### config.mk
export PLATFORM = sky130hd
export DESIGN_NAME = gpio_bank
export DESIGN_NICKNAME = d
export VERILOG_FILES = /design/src/rtl/gpio_bank_pkg.sv /design/src/rtl/gpio_rst_sync.sv /design/src/rtl/gpio_in_sync.sv /design/src/rtl/gpio_regs.sv /design/src/rtl/gpio_pad_mux.sv /design/src/rtl/gpio_bank.sv
export SDC_FILE = /design/constraint.sdc
export NUM_CORES = 1
export LEC_CHECK = 0
export BUFFER_PORTS_ARGS = -buffer_cell sky130_fd_sc_hd__buf_2
export CORE_MARGIN = 2
export CORE_UTILIZATION = 48
export CTS_CLUSTER_DIAMETER = 60
export DETAILED_ROUTE_END_ITERATION = 10
export HOLD_SLACK_MARGIN = 0.05
export MAX_ROUTING_LAYER = met4
export PLACE_DENSITY = 0.82
export SETUP_SLACK_MARGIN = 0.1
export SYNTH_ARGS = -nofsm -noshare
export SYNTH_HDL_FRONTEND = slang
export SYNTH_SLANG_ARGS = --single-unit
### constraint.sdc
create_clock -name clk -period 8.2 [get_ports clk]
set_input_delay 0 -clock clk [delete_from_list [all_inputs] [get_ports clk]]
set_output_delay 0 -clock clk [all_outputs]
set_load 0.01 [all_outputs]
### src/rtl/gpio_bank_pkg.sv
package gpio_bank_pkg;
  localparam int unsigned ADDR_W = 4;
  localparam logic [ADDR_W-1:0] A_PADS   = 4'd0;
  localparam logic [ADDR_W-1:0] A_OSET   = 4'd1;
  localparam logic [ADDR_W-1:0] A_OCLR   = 4'd2;
  localparam logic [ADDR_W-1:0] A_DSET   = 4'd3;
  localparam logic [ADDR_W-1:0] A_DCLR   = 4'd4;
  localparam logic [ADDR_W-1:0] A_FUNA   = 4'd5;
  localparam logic [ADDR_W-1:0] A_FUNB   = 4'd6;
  localparam logic [ADDR_W-1:0] A_NOPULL = 4'd7;
  localparam logic [ADDR_W-1:0] A_HOLD   = 4'd8;
endpackage

### src/rtl/gpio_rst_sync.sv
module gpio_rst_sync #(
  parameter int unsigned STAGES = 2
) (
  input  logic clk,
  input  logic rst_n,
  output logic rst_core_n
);
  logic [STAGES-1:0] chain_q;
  logic [STAGES-1:0] chain_d;

  always_comb chain_d = {chain_q[STAGES-2:0], 1'b1};

  always_ff @(posedge clk or negedge rst_n) begin
    if (!rst_n) chain_q <= '0;
    else        chain_q <= chain_d;
  end

  assign rst_core_n = chain_q[STAGES-1];
endmodule

### src/rtl/gpio_in_sync.sv
module gpio_in_sync #(
  parameter int unsigned W      = 32,
  parameter int unsigned STAGES = 2
) (
  input  logic         clk,
  input  logic         rst_n,
  input  logic [W-1:0] async_in,
  output logic [W-1:0] sync_out
);
  logic [STAGES-1:0][W-1:0] st_q;
  logic [STAGES-1:0][W-1:0] st_d;

  always_comb begin
    st_d[0] = async_in;
    for (int s = 1; s < STAGES; s++) st_d[s] = st_q[s-1];
  end

  always_ff @(posedge clk or negedge rst_n) begin
    if (!rst_n) st_q <= '0;
    else        st_q <= st_d;
  end

  assign sync_out = st_q[STAGES-1];
endmodule

### src/rtl/gpio_regs.sv
module gpio_regs
  import gpio_bank_pkg::*;
#(
  parameter int unsigned W = 32
) (
  input  logic              clk,
  input  logic              rst_n,
  input  logic              wr_en,
  input  logic [ADDR_W-1:0] addr,
  input  logic [W-1:0]      wdata,
  output logic [W-1:0]      out_q,
  output logic [W-1:0]      dir_q,
  output logic [W-1:0]      funa_q,
  output logic [W-1:0]      funb_q,
  output logic [W-1:0]      nopull_q,
  output logic [W-1:0]      hold_q
);
  logic [W-1:0] out_d, dir_d, funa_d, funb_d, nopull_d, hold_d;
  logic         out_en, dir_en, funa_en, funb_en, nopull_en, hold_en;

  always_comb begin
    out_en    = wr_en && (addr == A_OSET || addr == A_OCLR);
    dir_en    = wr_en && (addr == A_DSET || addr == A_DCLR);
    funa_en   = wr_en && (addr == A_FUNA);
    funb_en   = wr_en && (addr == A_FUNB);
    nopull_en = wr_en && (addr == A_NOPULL);
    hold_en   = wr_en && (addr == A_HOLD);
    out_d     = (addr == A_OSET) ? (out_q | wdata) : (out_q & ~wdata);
    dir_d     = (addr == A_DSET) ? (dir_q | wdata) : (dir_q & ~wdata);
    funa_d    = wdata;
    funb_d    = wdata;
    nopull_d  = wdata;
    hold_d    = wdata;
  end

  always_ff @(posedge clk or negedge rst_n) begin
    if (!rst_n) begin
      out_q    <= '0;
      dir_q    <= '0;
      funa_q   <= '0;
      funb_q   <= '0;
      nopull_q <= '0;
      hold_q   <= '0;
    end else begin
      if (out_en)    out_q    <= out_d;
      if (dir_en)    dir_q    <= dir_d;
      if (funa_en)   funa_q   <= funa_d;
      if (funb_en)   funb_q   <= funb_d;
      if (nopull_en) nopull_q <= nopull_d;
      if (hold_en)   hold_q   <= hold_d;
    end
  end
endmodule

### src/rtl/gpio_pad_mux.sv
module gpio_pad_mux #(
  parameter int unsigned W = 32
) (
  input  logic         sleep,
  input  logic [W-1:0] out_q,
  input  logic [W-1:0] dir_q,
  input  logic [W-1:0] nopull_q,
  input  logic [W-1:0] hold_q,
  output logic [W-1:0] pad_out,
  output logic [W-1:0] pad_oe,
  output logic [W-1:0] pad_pull_en,
  output logic [W-1:0] pad_pull_up
);
  for (genvar i = 0; i < W; i++) begin : g_pin
    logic forced;
    assign forced         = sleep && !hold_q[i];
    assign pad_out[i]     = out_q[i];
    assign pad_oe[i]      = forced ? 1'b0 : dir_q[i];
    assign pad_pull_en[i] = forced ? 1'b1 : !nopull_q[i];
    assign pad_pull_up[i] = out_q[i];
  end
endmodule

### src/rtl/gpio_bank.sv
module gpio_bank
  import gpio_bank_pkg::*;
#(
  parameter int unsigned W          = 32,
  parameter int unsigned SYNC_DEPTH = 2
) (
  input  logic              clk,
  input  logic              rst_n,
  input  logic              wr_en,
  input  logic [ADDR_W-1:0] addr,
  input  logic [W-1:0]      wdata,
  output logic [W-1:0]      rdata,
  input  logic              sleep,
  input  logic [W-1:0]      pad_in,
  output logic [W-1:0]      pad_out,
  output logic [W-1:0]      pad_oe,
  output logic [W-1:0]      pad_pull_en,
  output logic [W-1:0]      pad_pull_up,
  output logic [W-1:0]      pad_fsel_a,
  output logic [W-1:0]      pad_fsel_b
);
  logic         rst_core_n;
  logic [W-1:0] in_sync;
  logic [W-1:0] out_q, dir_q, funa_q, funb_q, nopull_q, hold_q;

  gpio_rst_sync #(.STAGES(2)) u_rst (
    .clk(clk), .rst_n(rst_n), .rst_core_n(rst_core_n)
  );

  gpio_in_sync #(.W(W), .STAGES(SYNC_DEPTH)) u_insync (
    .clk(clk), .rst_n(rst_core_n), .async_in(pad_in), .sync_out(in_sync)
  );

  gpio_regs #(.W(W)) u_regs (
    .clk(clk), .rst_n(rst_core_n), .wr_en(wr_en), .addr(addr), .wdata(wdata),
    .out_q(out_q), .dir_q(dir_q), .funa_q(funa_q), .funb_q(funb_q),
    .nopull_q(nopull_q), .hold_q(hold_q)
  );

  gpio_pad_mux #(.W(W)) u_mux (
    .sleep(sleep), .out_q(out_q), .dir_q(dir_q), .nopull_q(nopull_q),
    .hold_q(hold_q), .pad_out(pad_out), .pad_oe(pad_oe),
    .pad_pull_en(pad_pull_en), .pad_pull_up(pad_pull_up)
  );

  assign pad_fsel_a = funa_q;
  assign pad_fsel_b = funb_q;

  always_comb begin
    unique case (addr)
      A_PADS:           rdata = in_sync;
      A_OSET, A_OCLR:   rdata = out_q;
      A_DSET, A_DCLR:   rdata = dir_q;
      A_FUNA:           rdata = funa_q;
      A_FUNB:           rdata = funb_q;
      A_NOPULL:         rdata = nopull_q;
      A_HOLD:           rdata = hold_q;
      default:          rdata = '0;
    endcase
  end
endmodule

==> impl_metrics.yaml, run 1 <==
clock_tree:
  worstSkewPairLatency_ps: 540
  cts.repair_timing.setup_buffer_count: 0
  cts_sinks: 258
  cts_htree_levels: 1
  cts_inserted_buffers: 29
  cts_tree: "done"
  hold_buffers: 66
  cells_resized_by_post_cts_repair: 0
  cts_root_buf: "clkbuf_16"
  cts_buffer_depth: 3
  clock_transition_at_the_register_clock_pins_on_the_worst_setup_and_hold_paths_after_cts_ps: 60
floorplanning:
  die_footprint_mm2: 0.0253
  design.portCount: 296
  floorplan_row_count: 56
  total_core_area_mm2: 0.0235
  dieWidth_um: 159
  starting_density_of_the_core_pct: 49.0
  die_height_um: 159
setup_path:
  worst-r2r-cell-count: 2
  cp-endpoint: "rdata[17]"
  r2r-start: "u_rst.chain_q[1]"
  cp-startpoint: "addr[0]"
  timing.critical_path.fanout_max: 45
  path_class: "primary input to primary output"
  regToRegSetupSlack_ps: 5740
  required_time_of_the_critical_path_ps: 8200
  worst-endpoint-arrival_ps: 2660
  critPathLaunchType: "primary input"
  endpoint_kind: "primary output"
placement:
  numPortBuffers: 295
  gp_routability_congestion: 0.820
  hpwl_um: 21500
  post_dp_cell_area_mm2: 0.0131
routing:
  drt_drc_violations_left: 0
  drt_iter0_markers: 630
  wl_um: 35300
  antenna_left: 0
  average_vias_per_placed_instance: 5.69
  via_count: 8897
  wl_per_cell_um: 22.6
  total_iterations_of_the_first_detailed_routing_run: 5
timing:
  max_slew_margin_pct: 26.3
  hold_ws_ps: 84.9
  min_period_ps: 2660
  finalCritPeriodShare_pct: 32.4
  skew_ps: 18.6
  timing.final.max_slew_violations: 0
  max_slew.worst_pin.slew_ps: 1100
  setup_viol: 0
  setup-tns-final_ps: 0
  grt_setup_unrepaired: "false"
  fmax_mhz: 376
  final_hold_viols: 0
synth:
  number_of_distinct_standard_cells_referenced_by_the_synthesized_netlist: 31
  ys_async_sr_fraction_pct: 100
  synth_enable_flop_cells: 0
  netlist_area_mm2: 0.0115
  synthDominantAreaCellType: "dfrtp_1"
  synth_commonest_cells: "dfrtp_1 (258), mux2_2 (186), nand2_1 (107)"
  most_used_dff_post_synth: "dfrtp_1"
  synth_seq_cells: 258
  yosysTopAreaCellShare_pct: 56.0
  yosysSeqAreaShare_pct: 56.0
  synthCells: 904
  synthTopCellsByArea: "dfrtp_1 (56%), mux2_2 (18%), a22oi_1 (4.9%)"
  post_synth.cell_area_avg_um2: 12.8
  yosysMostFrequentCell: "dfrtp_1"
  synth.net_count: 976
  synth.yosys.warnings: 0
global_route:
  pin_count_of_the_biggest_net_entering_global_routing: 80
  global_route.usage.met3_pct: 4.56
  grt_overflow_total: 0
  most_crowded_layer_after_global_routing: "met2"
  grt_use_total_pct: 28.5
  antenna_found_initial: 0
  grt_pass1_wl_um: 54800
  met2_usage_pct: 47.4
  groute.layer.met1.usage_pct: 35.1
  first_global_vias: 9546
final_layout:
  finalNetCount: 1293
  syn2layout_area_growth_pct: 27.5
  post-route-util_pct: 62.5
  drive_gt1_share_pct: 45.1
  design_area_mm2: 0.0147
flow_run:
  drv_cap: 0
worst_hold_path:
  hold_path.class: "primary input to register"
run_status:
  status: "finished, final reports clean"
power_and_ir_drop:
  ir_worst_vdd_v: 0.000186
  power_leakage_nw: 7.09
  power_density_mw_per_mm2: 244
## kinds of logic (layout without fill, tap and decap cells)
logic type                after synthesis  after routing  synth area share, %
DFF                                   258            258                 56.0
muxes                                 231            231                 22.5
and+or+nand+nor                       194            194                 8.24
AOI/OAI and AO/OA                     127            127                 8.67
buffers and inverters                  92            431                 4.45
other                                   1              2               0.0325
xor gates and xnor gates                1              1                0.141
## how the worst min path moves through the flow
stage                           from  cells after the start                 to
after global routing      pad_in[18]                      2  u_insync.st_d[50]
after detailed placement       rst_n                      1   u_rst.chain_q[0]
after global placement         rst_n                      1   u_rst.chain_q[0]
after floorplan                rst_n                      0   u_rst.chain_q[0]
after CTS                  pad_in[6]                      2  u_insync.st_d[38]
final                     pad_in[18]                      2  u_insync.st_d[50]
## metrics by stage
stage	cells	setup WS [ps]	total power, mW
after detailed placement	1443	5560	2.28
final	1563	5540	3.59
after CTS	1562	5590	3.60
after global routing	1562	5340	3.74
after global placement	1443	5650	2.25
after floorplan	904	478	1.99
## power by group
group	switching, mW	internal (mW)	leakage (nW)	total [mW]
registers	0.149	1.46	3.22	1.61
clock network	0.516	0.776	0.483	1.29
logic	0.347	0.342	3.38	0.689
## area by class of cell
| class | instances | area [µm²] |
|---|---|---|
| fill | 1815 | 8840 |
| inverter | 1 | 3.75 |
| multi-input combinational | 554 | 4610 |
| clock inverter | 13 | 131 |
| clock buffer | 40 | 837 |
| sequential | 258 | 6460 |
| tap | 319 | 399 |
| timing repair buffer | 377 | 2260 |
| antenna | 1 | 2.50 |
## critical path, cell delays in order
cell      delay [ps]
buf_2            100
buf_4            350
nor3b_2          500
or2_1            630
buf_4            390
a22oi_1          130
o221ai_1         330
buf_2            200
## cell usage in the layout, fill, tap and decap left out, types with 4 or more instances in the layout
cell / synthesis / routed
dlygate4sd3_1: 0 / 66
clkbuf_8: 0 / 7
buf_2: 29 / 295
mux2_2: 186 / 186
clkbuf_1: 27 / 4
a22o_1: 5 / 5
and2_1: 35 / 35
mux2_1: 38 / 38
nand2_1: 107 / 106
a2bb2oi_1: 4 / 4
dfrtp_1: 258 / 257
clkinv_2: 0 / 7
nand2b_1: 34 / 34
mux2i_1: 7 / 7
clkbuf_16: 0 / 29
a22oi_1: 76 / 76
a221o_1: 6 / 6
o221ai_1: 26 / 26
buf_4: 35 / 16
o21ai_0: 7 / 7
## routing by layer
layer  part of all wire, %  up-vias  wire [µm]
met4                   3.7        0       1320
li1                      -     3843          -
met2                    50      421      17700
met5                     0        -          0
met3                   6.6      101       2340
met1                    40     4532      14000
No activity file was read; power rests on OpenSTA's default activity.
==> inputs of run 2 (changes only) <==
--- a/config.mk
+++ b/config.mk
@@ -7,7 +7,7 @@
 export LEC_CHECK = 0
 export BUFFER_PORTS_ARGS = -buffer_cell sky130_fd_sc_hd__buf_2
 export CORE_MARGIN = 2
-export CORE_UTILIZATION = 48
+export CORE_UTILIZATION = 50
 export CTS_CLUSTER_DIAMETER = 60
 export DETAILED_ROUTE_END_ITERATION = 10
 export HOLD_SLACK_MARGIN = 0.05
==> constraint.sdc (replaced) <==
create_clock -name clk -period 2.5 [get_ports clk]
set_input_delay 0 -clock clk [delete_from_list [all_inputs] [get_ports clk]]
set_output_delay 0 -clock clk [all_outputs]
set_load 0.01 [all_outputs]
==> impl_metrics.yaml, run 2 (synthesized netlist as in run 1, its figures left out) <==
power_and_ir_drop:
  ir_worst_vdd_v: 0.000659
  power_leakage_nw: 7.23
  power_density_mw_per_mm2: 799
timing:
  fmax_mhz: 467
  setup_viol: 0
  max_slew.worst_pin.slew_ps: 1080
  finalCritPeriodShare_pct: 85.6
  final_hold_viols: 0
  hold_ws_ps: 88.9
  skew_ps: 12.1
  grt_setup_unrepaired: "false"
  min_period_ps: 2140
  max_slew_margin_pct: 27.5
  setup-tns-final_ps: 0
  layout_setup_ws_ps: 360
  timing.final.max_slew_violations: 0
floorplanning:
  dieWidth_um: 156
  total_core_area_mm2: 0.0226
  floorplan_row_count: 55
  die_footprint_mm2: 0.0243
  die_height_um: 156
  design.portCount: 296
  starting_density_of_the_core_pct: 50.9
setup_path:
  path_class: "primary input to primary output"
  cpLargestDelayFamily: "simple AND/OR/NAND/NOR gates"
  reg_to_reg_endpoint: "u_regs.funb_q[8]"
  regToRegSetupSlack_ps: 1380
  worst-r2r-cell-count: 1
  cp_num_cells: 7
  critPathLaunchType: "primary input"
  cpPeakStageDelay_ps: 710
  required_time_of_the_critical_path_ps: 2500
  r2r-start: "u_rst.chain_q[1]"
  timing.critical_path.buf_inv: 3
  worst-endpoint-arrival_ps: 2140
  timing.critical_path.cells: "buf_2 -> nor3b_2 -> or2_1 -> buf_12 -> a22oi_1 -> o221ai_1 -> buf_2"
  timing.critical_path.fanout_max: 16
  cp-endpoint: "rdata[9]"
  worst_path_max_delay_cell: "or2_1"
  cp-startpoint: "addr[2]"
  timing.critical_path.mode_cell: "buf_2"
  endpoint_kind: "primary output"
routing:
  wl_um: 36300
  via_count: 9282
  drt_drc_violations_left: 0
  wl_per_cell_um: 23.5
  average_vias_per_placed_instance: 6.01
  total_iterations_of_the_first_detailed_routing_run: 6
  antenna_left: 0
  drt_iter0_markers: 799
final_layout:
  mostFrequentLayoutCell: "buf_2"
  multiInputGateArea_mm2: 0.00461
  fill_cells: 1637
  finalNetCount: 1312
  drive_gt1_share_pct: 45.8
  regArea_mm2: 0.00646
  most-common-layout-cells: "buf_2 (295), dfrtp_1 (257), mux2_2 (186)"
  design_area_mm2: 0.0150
  antennaDiodeCount: 0
  syn2layout_area_growth_pct: 29.9
clock_tree:
  cts_buffer_depth: 3
  clock_transition_at_the_register_clock_pins_on_the_worst_setup_and_hold_paths_after_cts_ps: 60
  cts_tree: "done"
  cts_htree_levels: 1
  cts_sinks: 258
  cts.repair_timing.setup_buffer_count: 0
  cts_inserted_buffers: 30
  hold_buffers: 66
  worstSkewPairLatency_ps: 550
  cells_resized_by_post_cts_repair: 0
  cts_root_buf: "clkbuf_16"
placement:
  dp_slack_ps: 443
  hpwl_um: 23200
  numPortBuffers: 295
  gp_routability_congestion: 0.860
  post_dp_cell_area_mm2: 0.0133
worst_hold_path:
  hold_path.class: "primary input to register"
  worst_hold_path.num_cells: 2
global_route:
  grt_pass1_wl_um: 54900
  grt_overflow_total: 0
  first_global_vias: 9688
  pin_count_of_the_biggest_net_entering_global_routing: 46
  grt_use_total_pct: 30.4
  antenna_found_initial: 0
run_status:
  status: "finished, final reports clean"
flow_run:
  drv_cap: 0
run 2: area by class of cell:
| cell class | count | area share [%] |
|---|---|---|
| clock buffers | 41 | 5.82 |
| flip-flops and latches | 258 | 43.1 |
| repair buffers | 395 | 17.0 |
| multi-input cells | 554 | 30.8 |
| inverters | 1 | 0.0251 |
| clock inverters | 10 | 0.869 |
| well taps | 285 | 2.38 |
run 2: layer usage:
layer	track usage [%]	wire length [µm]	up-vias
met3	4.72	3010	123
met4	12.0	1360	0
met1	38.4	14000	4664
met2	49.6	17900	609
met5	-	0	-
li1	-	-	3886
run 2: how the worst min path moves through the flow:
stage / slack [ps] / end / start
detailed placement: -210 / u_rst.chain_q[0] / rst_n
CTS: 70 / u_insync.st_d[50] / pad_in[18]
finish: 90 / u_insync.st_d[61] / pad_in[29]
floorplan: -300 / u_rst.chain_q[0] / rst_n
global placement: -210 / u_rst.chain_q[0] / rst_n
global route: 70 / u_insync.st_d[61] / pad_in[29]
run 2: stage by stage:
step / util [%] / std cells / power (mW)
6_report: 66.2 / 1544 / 12.0
3_5_place_dp: 58.8 / 1427 / 7.53
2_1_floorplan: - / 904 / 6.53
3_3_place_gp: 58.8 / 1427 / 7.45
5_1_grt: 66.2 / 1544 / 12.4
4_1_cts: 66.2 / 1544 / 12.0
run 2: power breakdown:
group	switching (mW)	total [mW]	internal [mW]
clock network	1.72	4.36	2.64
logic	1.16	2.31	1.16
registers	0.511	5.30	4.79
